==> src/rtl/mp_misc_pkg.sv <==
package mp_misc_pkg;
    localparam int REG_W      = 64;
    localparam int LANES      = 4;
    localparam int ID_W       = 2;
    localparam int ITI_LO     = 4;
    localparam int IPI_LO     = 8;
    localparam int REQ_LO     = 12;
    localparam int WIN_LO     = 16;
    localparam int TRY_LO     = 20;
    localparam int ARB_CLR    = 20;
    localparam int ARB_HI     = 23;
    localparam int SPARE_W1C  = 28;
    localparam int RW_LO      = 40;
    localparam int RW_W       = 4;

    // Bits that software may clear by writing a one.
    function automatic logic [REG_W-1:0] w1c_mask(input int ncpu);
        logic [REG_W-1:0] m;
        m = '0;
        for (int i = 0; i < ncpu; i++) begin
            m[ITI_LO + i] = 1'b1;
            m[IPI_LO + i] = 1'b1;
        end
        m[SPARE_W1C] = 1'b1;
        return m;
    endfunction
endpackage

==> src/rtl/mp_misc_wr.sv <==
module mp_misc_wr
    import mp_misc_pkg::*;
#(
    parameter int NCPU = 4
) (
    input  logic             wr_en,
    input  logic [REG_W-1:0] wr_data,
    input  logic [REG_W-1:0] cur,
    output logic [REG_W-1:0] nxt
);
    localparam logic [REG_W-1:0] CLR_MASK = w1c_mask(NCPU);

    logic [REG_W-1:0] stage_clr;
    logic [REG_W-1:0] stage_arb;
    logic [REG_W-1:0] stage_req;
    logic             unused_wd;

    assign unused_wd = ^{wr_data[3:0], wr_data[REG_W-1:RW_LO+RW_W], wr_data[39:24]};

    always_comb begin
        stage_clr = cur & ~(wr_data & CLR_MASK);
        stage_arb = stage_clr;
        if (wr_data[ARB_CLR]) begin
            stage_arb[ARB_HI:WIN_LO] = '0;
        end else begin
            stage_arb[TRY_LO +: NCPU] = stage_clr[TRY_LO +: NCPU] | wr_data[TRY_LO +: NCPU];
            if (stage_clr[WIN_LO +: NCPU] == '0) begin
                stage_arb[WIN_LO +: NCPU] = wr_data[WIN_LO +: NCPU];
            end
        end
        stage_req = stage_arb;
        stage_req[IPI_LO +: NCPU] = stage_arb[IPI_LO +: NCPU] | wr_data[REQ_LO +: NCPU];
        stage_req[RW_LO +: RW_W]  = wr_data[RW_LO +: RW_W];
        nxt = wr_en ? stage_req : cur;
    end
endmodule

==> src/rtl/mp_misc_tmr.sv <==
module mp_misc_tmr
    import mp_misc_pkg::*;
#(
    parameter int NCPU = 4
) (
    input  logic [REG_W-1:0] after_wr,
    input  logic [NCPU-1:0]  tmr_set,
    output logic [REG_W-1:0] nxt
);
    always_comb begin
        nxt = after_wr;
        for (int i = 0; i < NCPU; i++) begin
            if (tmr_set[i]) nxt[ITI_LO + i] = 1'b1;
        end
    end
endmodule

==> src/rtl/mp_misc_rd.sv <==
module mp_misc_rd
    import mp_misc_pkg::*;
(
    input  logic [REG_W-1:0] stored,
    input  logic [ID_W-1:0]  rd_cpu,
    output logic [REG_W-1:0] rd_data
);
    assign rd_data = stored | {{(REG_W-ID_W){1'b0}}, rd_cpu};
endmodule

==> src/rtl/mp_misc_ctl.sv <==
module mp_misc_ctl
    import mp_misc_pkg::*;
#(
    parameter int NCPU = 4
) (
    input  logic             clk,
    input  logic             rst,
    input  logic             wr_en,
    input  logic [REG_W-1:0] wr_data,
    input  logic [ID_W-1:0]  rd_cpu,
    output logic [REG_W-1:0] rd_data,
    input  logic [NCPU-1:0]  tmr_set,
    output logic [NCPU-1:0]  ipi_irq,
    output logic [NCPU-1:0]  tmr_irq
);
    logic [REG_W-1:0] word_q;
    logic [REG_W-1:0] word_wr;
    logic [REG_W-1:0] word_d;

    mp_misc_wr #(.NCPU(NCPU)) u_wr (
        .wr_en   (wr_en),
        .wr_data (wr_data),
        .cur     (word_q),
        .nxt     (word_wr)
    );

    mp_misc_tmr #(.NCPU(NCPU)) u_tmr (
        .after_wr (word_wr),
        .tmr_set  (tmr_set),
        .nxt      (word_d)
    );

    mp_misc_rd u_rd (
        .stored  (word_q),
        .rd_cpu  (rd_cpu),
        .rd_data (rd_data)
    );

    always_ff @(posedge clk) begin
        if (rst) word_q <= '0;
        else     word_q <= word_d;
    end

    always_comb begin
        ipi_irq = word_q[IPI_LO +: NCPU];
        tmr_irq = word_q[ITI_LO +: NCPU];
    end
endmodule

==> config.mk <==
export PLATFORM = sky130hd
export DESIGN_NAME = mp_misc_ctl
export DESIGN_NICKNAME = d
export VERILOG_FILES = /design/src/rtl/mp_misc_pkg.sv /design/src/rtl/mp_misc_wr.sv /design/src/rtl/mp_misc_tmr.sv /design/src/rtl/mp_misc_rd.sv /design/src/rtl/mp_misc_ctl.sv
export SDC_FILE = /design/constraint.sdc
export NUM_CORES = 1
export LEC_CHECK = 0
export BUFFER_PORTS_ARGS = -buffer_cell sky130_fd_sc_hd__buf_2
export CORE_MARGIN = 2
export CORE_UTILIZATION = 33
export DETAILED_ROUTE_END_ITERATION = 12
export PLACE_DENSITY_LB_ADDON = 0.15
export SKIP_LAST_GASP = 1
export SYNTH_ARGS = -nofsm -noshare
export SYNTH_HDL_FRONTEND = slang
export SYNTH_SLANG_ARGS = --single-unit
==> constraint.sdc <==
create_clock -name clk -period 1 [get_ports clk]
set_input_delay 0.1 -clock clk [delete_from_list [all_inputs] [get_ports clk]]
set_output_delay 0.1 -clock clk [all_outputs]
set_load 0.03 [all_outputs]
* Word level (Yosys, flattened, before mapping)
Index checks and enable logic that the tools add are counted.
** Word-level totals
- Latch bits :: 0
- Bits of input ports :: 73
- Output and inout port bits :: 72
- Memory bits (writable) :: 0
- Word-level logic and storage cells :: 22
- Memory bits (read-only) :: 0
- Flip-flop bits (word level) :: 64
- Memories kept :: 0
** Cells by class
- Eq/ne operators :: 0
- Bitwise operators :: 5
- Reduce and logical (&&, ||, !) cells :: 5
- Shifts and indexed selects :: 0
- Muxes and demuxes :: 7
- Div/mod/pow operators :: 0
- Add/subtract/negate cells :: 0
- $mul :: 0
- Magnitude comparators :: 0
** Operator list (count)
- 64-bit bitwise AND :: 1
- 29-bit inverter with 64-bit output :: 1
- 64-bit by 2-bit OR with 64-bit output :: 1
- 8-bit two-way mux :: 2
- 4-bit OR :: 2
- 2-bit nonzero test :: 4
- 4-bit zero test :: 1
- 1-bit two-way mux :: 4
- 4-bit two-way mux :: 1

* Longest topological paths before layout
- Depth after elaboration :: 5
- Gate-level depth with buffers :: 3
- Mapped depth without buffers :: 2

* Cells and area by module
Synthesis repeated with hierarchy kept, for this count alone.
** Unflattened totals
- Cells, all modules :: 352
- Area, all modules :: 3540.9 µm²
** Modules (own cells, without submodules)
- mp_misc_ctl :: seq. area each 1281.2 µm², area an instance 1978.1 µm², cells each 143, times used 1
- mp_misc_wr :: seq. area each 0.0 µm², area an instance 609.3 µm², cells each 81, times used 1
- mp_misc_rd :: seq. area each 0.0 µm², area an instance 478.0 µm², cells each 64, times used 1
- mp_misc_tmr :: seq. area each 0.0 µm², area an instance 475.5 µm², cells each 64, times used 1

* Worst setup path before layout
Ideal clock, no wire load.
- Path kind :: reg2reg
- Start point :: register word_q[19]
- End point :: register word_q[16]
- Arrival :: 0.967 ns
- Setup time :: 0.061 ns
- Cell stages (with the launch flop) :: 3
- Required time :: 0.939 ns
- Setup slack :: -0.028 ns
- Clock period less this slack :: 1.028 ns
- Buffers on the path :: 0
- Cells stage by stage :: dfxtp_1 -> nor4b_4 -> a32o_1
** On the way
- Word-level cells in the longest chain between the ends :: 4
** RTL lines
- from (decl) :: RTL line mp_misc_ctl.sv:16 : logic [REG_W-1:0] word_q;
- from (signal assigned) :: RTL line mp_misc_ctl.sv:41 : else word_q <= word_d;
- 64-bit bitwise AND :: RTL line mp_misc_wr.sv:21 : stage_clr = cur & ~(wr_data & CLR_MASK);
- 4-bit zero test :: RTL line mp_misc_wr.sv:27 : if (stage_clr[WIN_LO +: NCPU] == '0) begin
- 4-bit two-way mux :: RTL line mp_misc_wr.sv:27
- 8-bit two-way mux :: RTL line mp_misc_wr.sv:23 : if (wr_data[ARB_CLR]) begin
No other way between the ends.
A chain may end at the register's enable or synchronous reset.

* Final worst setup path
- Start point :: register word_q[19]
- End point :: register word_q[17]
The elaborated chain is that of the path after synthesis.

==> results.ini <==
[cts]
clk-insertion-delay-late_ns = 0.30
clock_path_buffers = 2
ctsHtreeMaxLevel = 1
clk_pin_slew_ns = 0.11
numCtsBuffers = 3
cts_setup_buffers = 0
tritoncts_num_sinks = 21
cts_root_buf = clkbuf_4
cts_tree = yes

[finish]
largest_reg_flops = 21
utilization_pct = 42.27
layout-drive-gt1-share_pct = 48.33
final_design_area_no_fill_mm2 = 0.001444
num_antenna_cells = 0
top_register = word_q
synthToLayoutAreaGrowth_pct = 20.33
finalNonFillerCells = 226
multi_input_area_um2 = 490.5
reg.largest.list = word_q: 21 flops
fillers = 370
fin_nets = 254
seqCellArea_um2 = 442.9

[sta]
unrepaired_setup_endpoints_after_global_routing = true
fin_tns_setup_ns = 0
finalHoldViolations = 0
fmax_mhz = 1027
finalCriticalPeriod_ns = 0.9737
worst_clock_skew_ns = 0.0003059
report.final.setup_viol = 0
period_share_pct = 97.37
timing.final.max_slew_violations = 0

[power_and_ir_drop]
power_mw = 1.945
worst_ir_drop_on_vdd_v = 0.001021
power.static_leakage_nw = 0.7494
power_density_mw_per_mm2 = 1347

[route]
detailroute.via_count = 889
drcViolationCount = 0
antenna_violating_nets_post_route = 0
detail_route.first_pass.iterations = 3
route.final.wire_length_um = 2219
dr_wl_cell_um = 9.819
routed_via_density = 3.934
dr.first_iter.drc_count = 10

[placement]
finalWeightedCongestion = 0.7025
place_area_mm2 = 0.001299
place.detailed.instances = 218
port_buffers = 60
dp.final_hpwl_um = 1798

[yosys]
seq_area_frac_synth_pct = 35.04
yosys_cell_types = 20
post_synth_main_area_contributors = buf_4 (35%), dfxtp_1 (35%), a21bo_2 (3.3%)
netlist_area_before_placement_mm2 = 0.001200
post_synth.cell_area_avg_um2 = 9.374
largest_area_contributor_in_the_netlist = buf_4
postSynthRegisterBits = 21
synth_cells = 128
yosys_warning_total = 0
synth_largest_type_area_fraction_pct = 35.04

[worst_setup_path]
critical_path.reg2reg.endpoint = word_q[17]
r2r_cells = 2
timing.setup.critical_path_class = reg -> reg
timing.critical_path.required_ns = 1.24
worstSetupEndpointType = flip-flop
worst-r2r-setup-slack_ns = 0.03
worstPathMaxFanout = 4
worst_setup_path_start_kind = flip-flop
timing.rr.start = word_q[19]
crit_arrival_ns = 1.22

[global_route]
largest_net_degree_at_the_start_of_global_routing = 12
gr-usage-all-layers_pct = 9.771
grt_first_pass_wirelength_um = 3098
initial_antenna_violation_count = 0
grt-ovfl-total = 0
vias_in_the_first_global_route = 694

[floorplanning]
die_y_um = 64.30
fp.dieW_um = 64.30
initial_utilization_pct = 35.13
dieArea_mm2 = 0.004134
number_of_placement_rows = 21
io_count = 145
core_region_area_mm2 = 0.003416

[worst_hold_path]
min_path_cells = 2
hold_path_startpoint = tmr_set[1]
holdCritPathClass = in -> reg
holdPathEnd = word_q[5]

[job]
max_cap_viol_count = 0

[status]
status = completed

==> worst max path at each step <==
| stage | startpoint | to | depth (start not counted) |
|---|---|---|---|
| after floorplan | word_q[19] | word_q[17] | 2 |
| after global placement | word_q[17] | word_q[16] | 2 |
| after detailed placement | word_q[17] | word_q[17] | 2 |
| after CTS | word_q[7] | rd_data[7] | 1 |
| after global routing | word_q[19] | word_q[16] | 2 |
| final | word_q[19] | word_q[17] | 2 |
==> area by class of cell <==
cell class	instances	area share, %
Tap cell	46	3.986
Inverter	1	0.2600
Sequential cell	21	30.68
Multi-Input combinational cell	87	33.97
Timing Repair Buffer	67	29.29
Clock buffer	4	1.820
==> worst max-delay path, stage by stage (launching register included) <==
cell     delay, ns
dfxtp_2       0.36
nor4b_4       0.35
a32o_1        0.21
==> kinds of logic after synthesis <==
logic type             count (synthesis)  share of synthesized area [%]
buffers and inverters                 60                          36.60
multiplexers                           4                          3.337
other                                  1                         0.3125
AO/OA/AOI/OAI                         26                          16.89
AND/OR/NAND/NOR                       16                          7.821
flip-flops                            21                          35.04
==> placed cells by master, fill, tap and decap left out, types with 7 or more instances in the layout <==
master,synthesis,layout
dfxtp_1,21,9
a21oi_1,8,8
buf_2,3,36
nor2_1,7,7
buf_4,56,11
clkbuf_4,0,19
conb_1,1,41
dfxtp_2,0,9
==> metal layers <==
| layer | up-vias | wire length (um) | global-route usage (%) |
|---|---|---|---|
| met1 | 397 | 859 | 11.10 |
| met5 | - | 0 | 0 |
| li1 | 435 | - | - |
| met2 | 53 | 1105 | 16.15 |
| met4 | 0 | 30 | 3.989 |
| met3 | 4 | 223 | 4.049 |
==> what timing repair did <==
item / 4_1_cts / 5_1_grt
gates resized for setup: 5 / 35
endpoints found under the hold margin: 1 / 3
hold buffers: 1 / 3
endpoints found under the setup margin: 4 / 27
pin swaps: 0 / 3
==> cell usage after synthesis <==
cell type	n
a211oi_1	1
a21bo_2	4
a21boi_0	4
a21o_1	1
a21oi_1	8
a22o_1	2
a32o_1	2
and2_1	1
buf_2	3
buf_4	56
conb_1	1
dfxtp_1	21
inv_1	1
mux2i_1	4
nand2_1	4
nor2_1	7
nor3_1	1
nor4b_1	2
nor4b_4	1
o21ba_2	4
==> metrics by stage <==
stage	hold slack, ns	setup slack (ns)
after floorplan	0.1971	0.01034
after global placement	0.2004	0.06024
after detailed placement	0.2004	0.05451
after CTS	0.0003162	0.007238
after global routing	0.0002460	-0.01803
final	0.01529	0.02635
==> power breakdown <==
group	internal, mW	total (mW)	switching, mW
combinational	0.194	0.634	0.440
clock	0.155	0.395	0.240
sequential	0.883	0.916	0.0325
total	1.23	1.94	0.712
(Power assumes the default switching activity.)
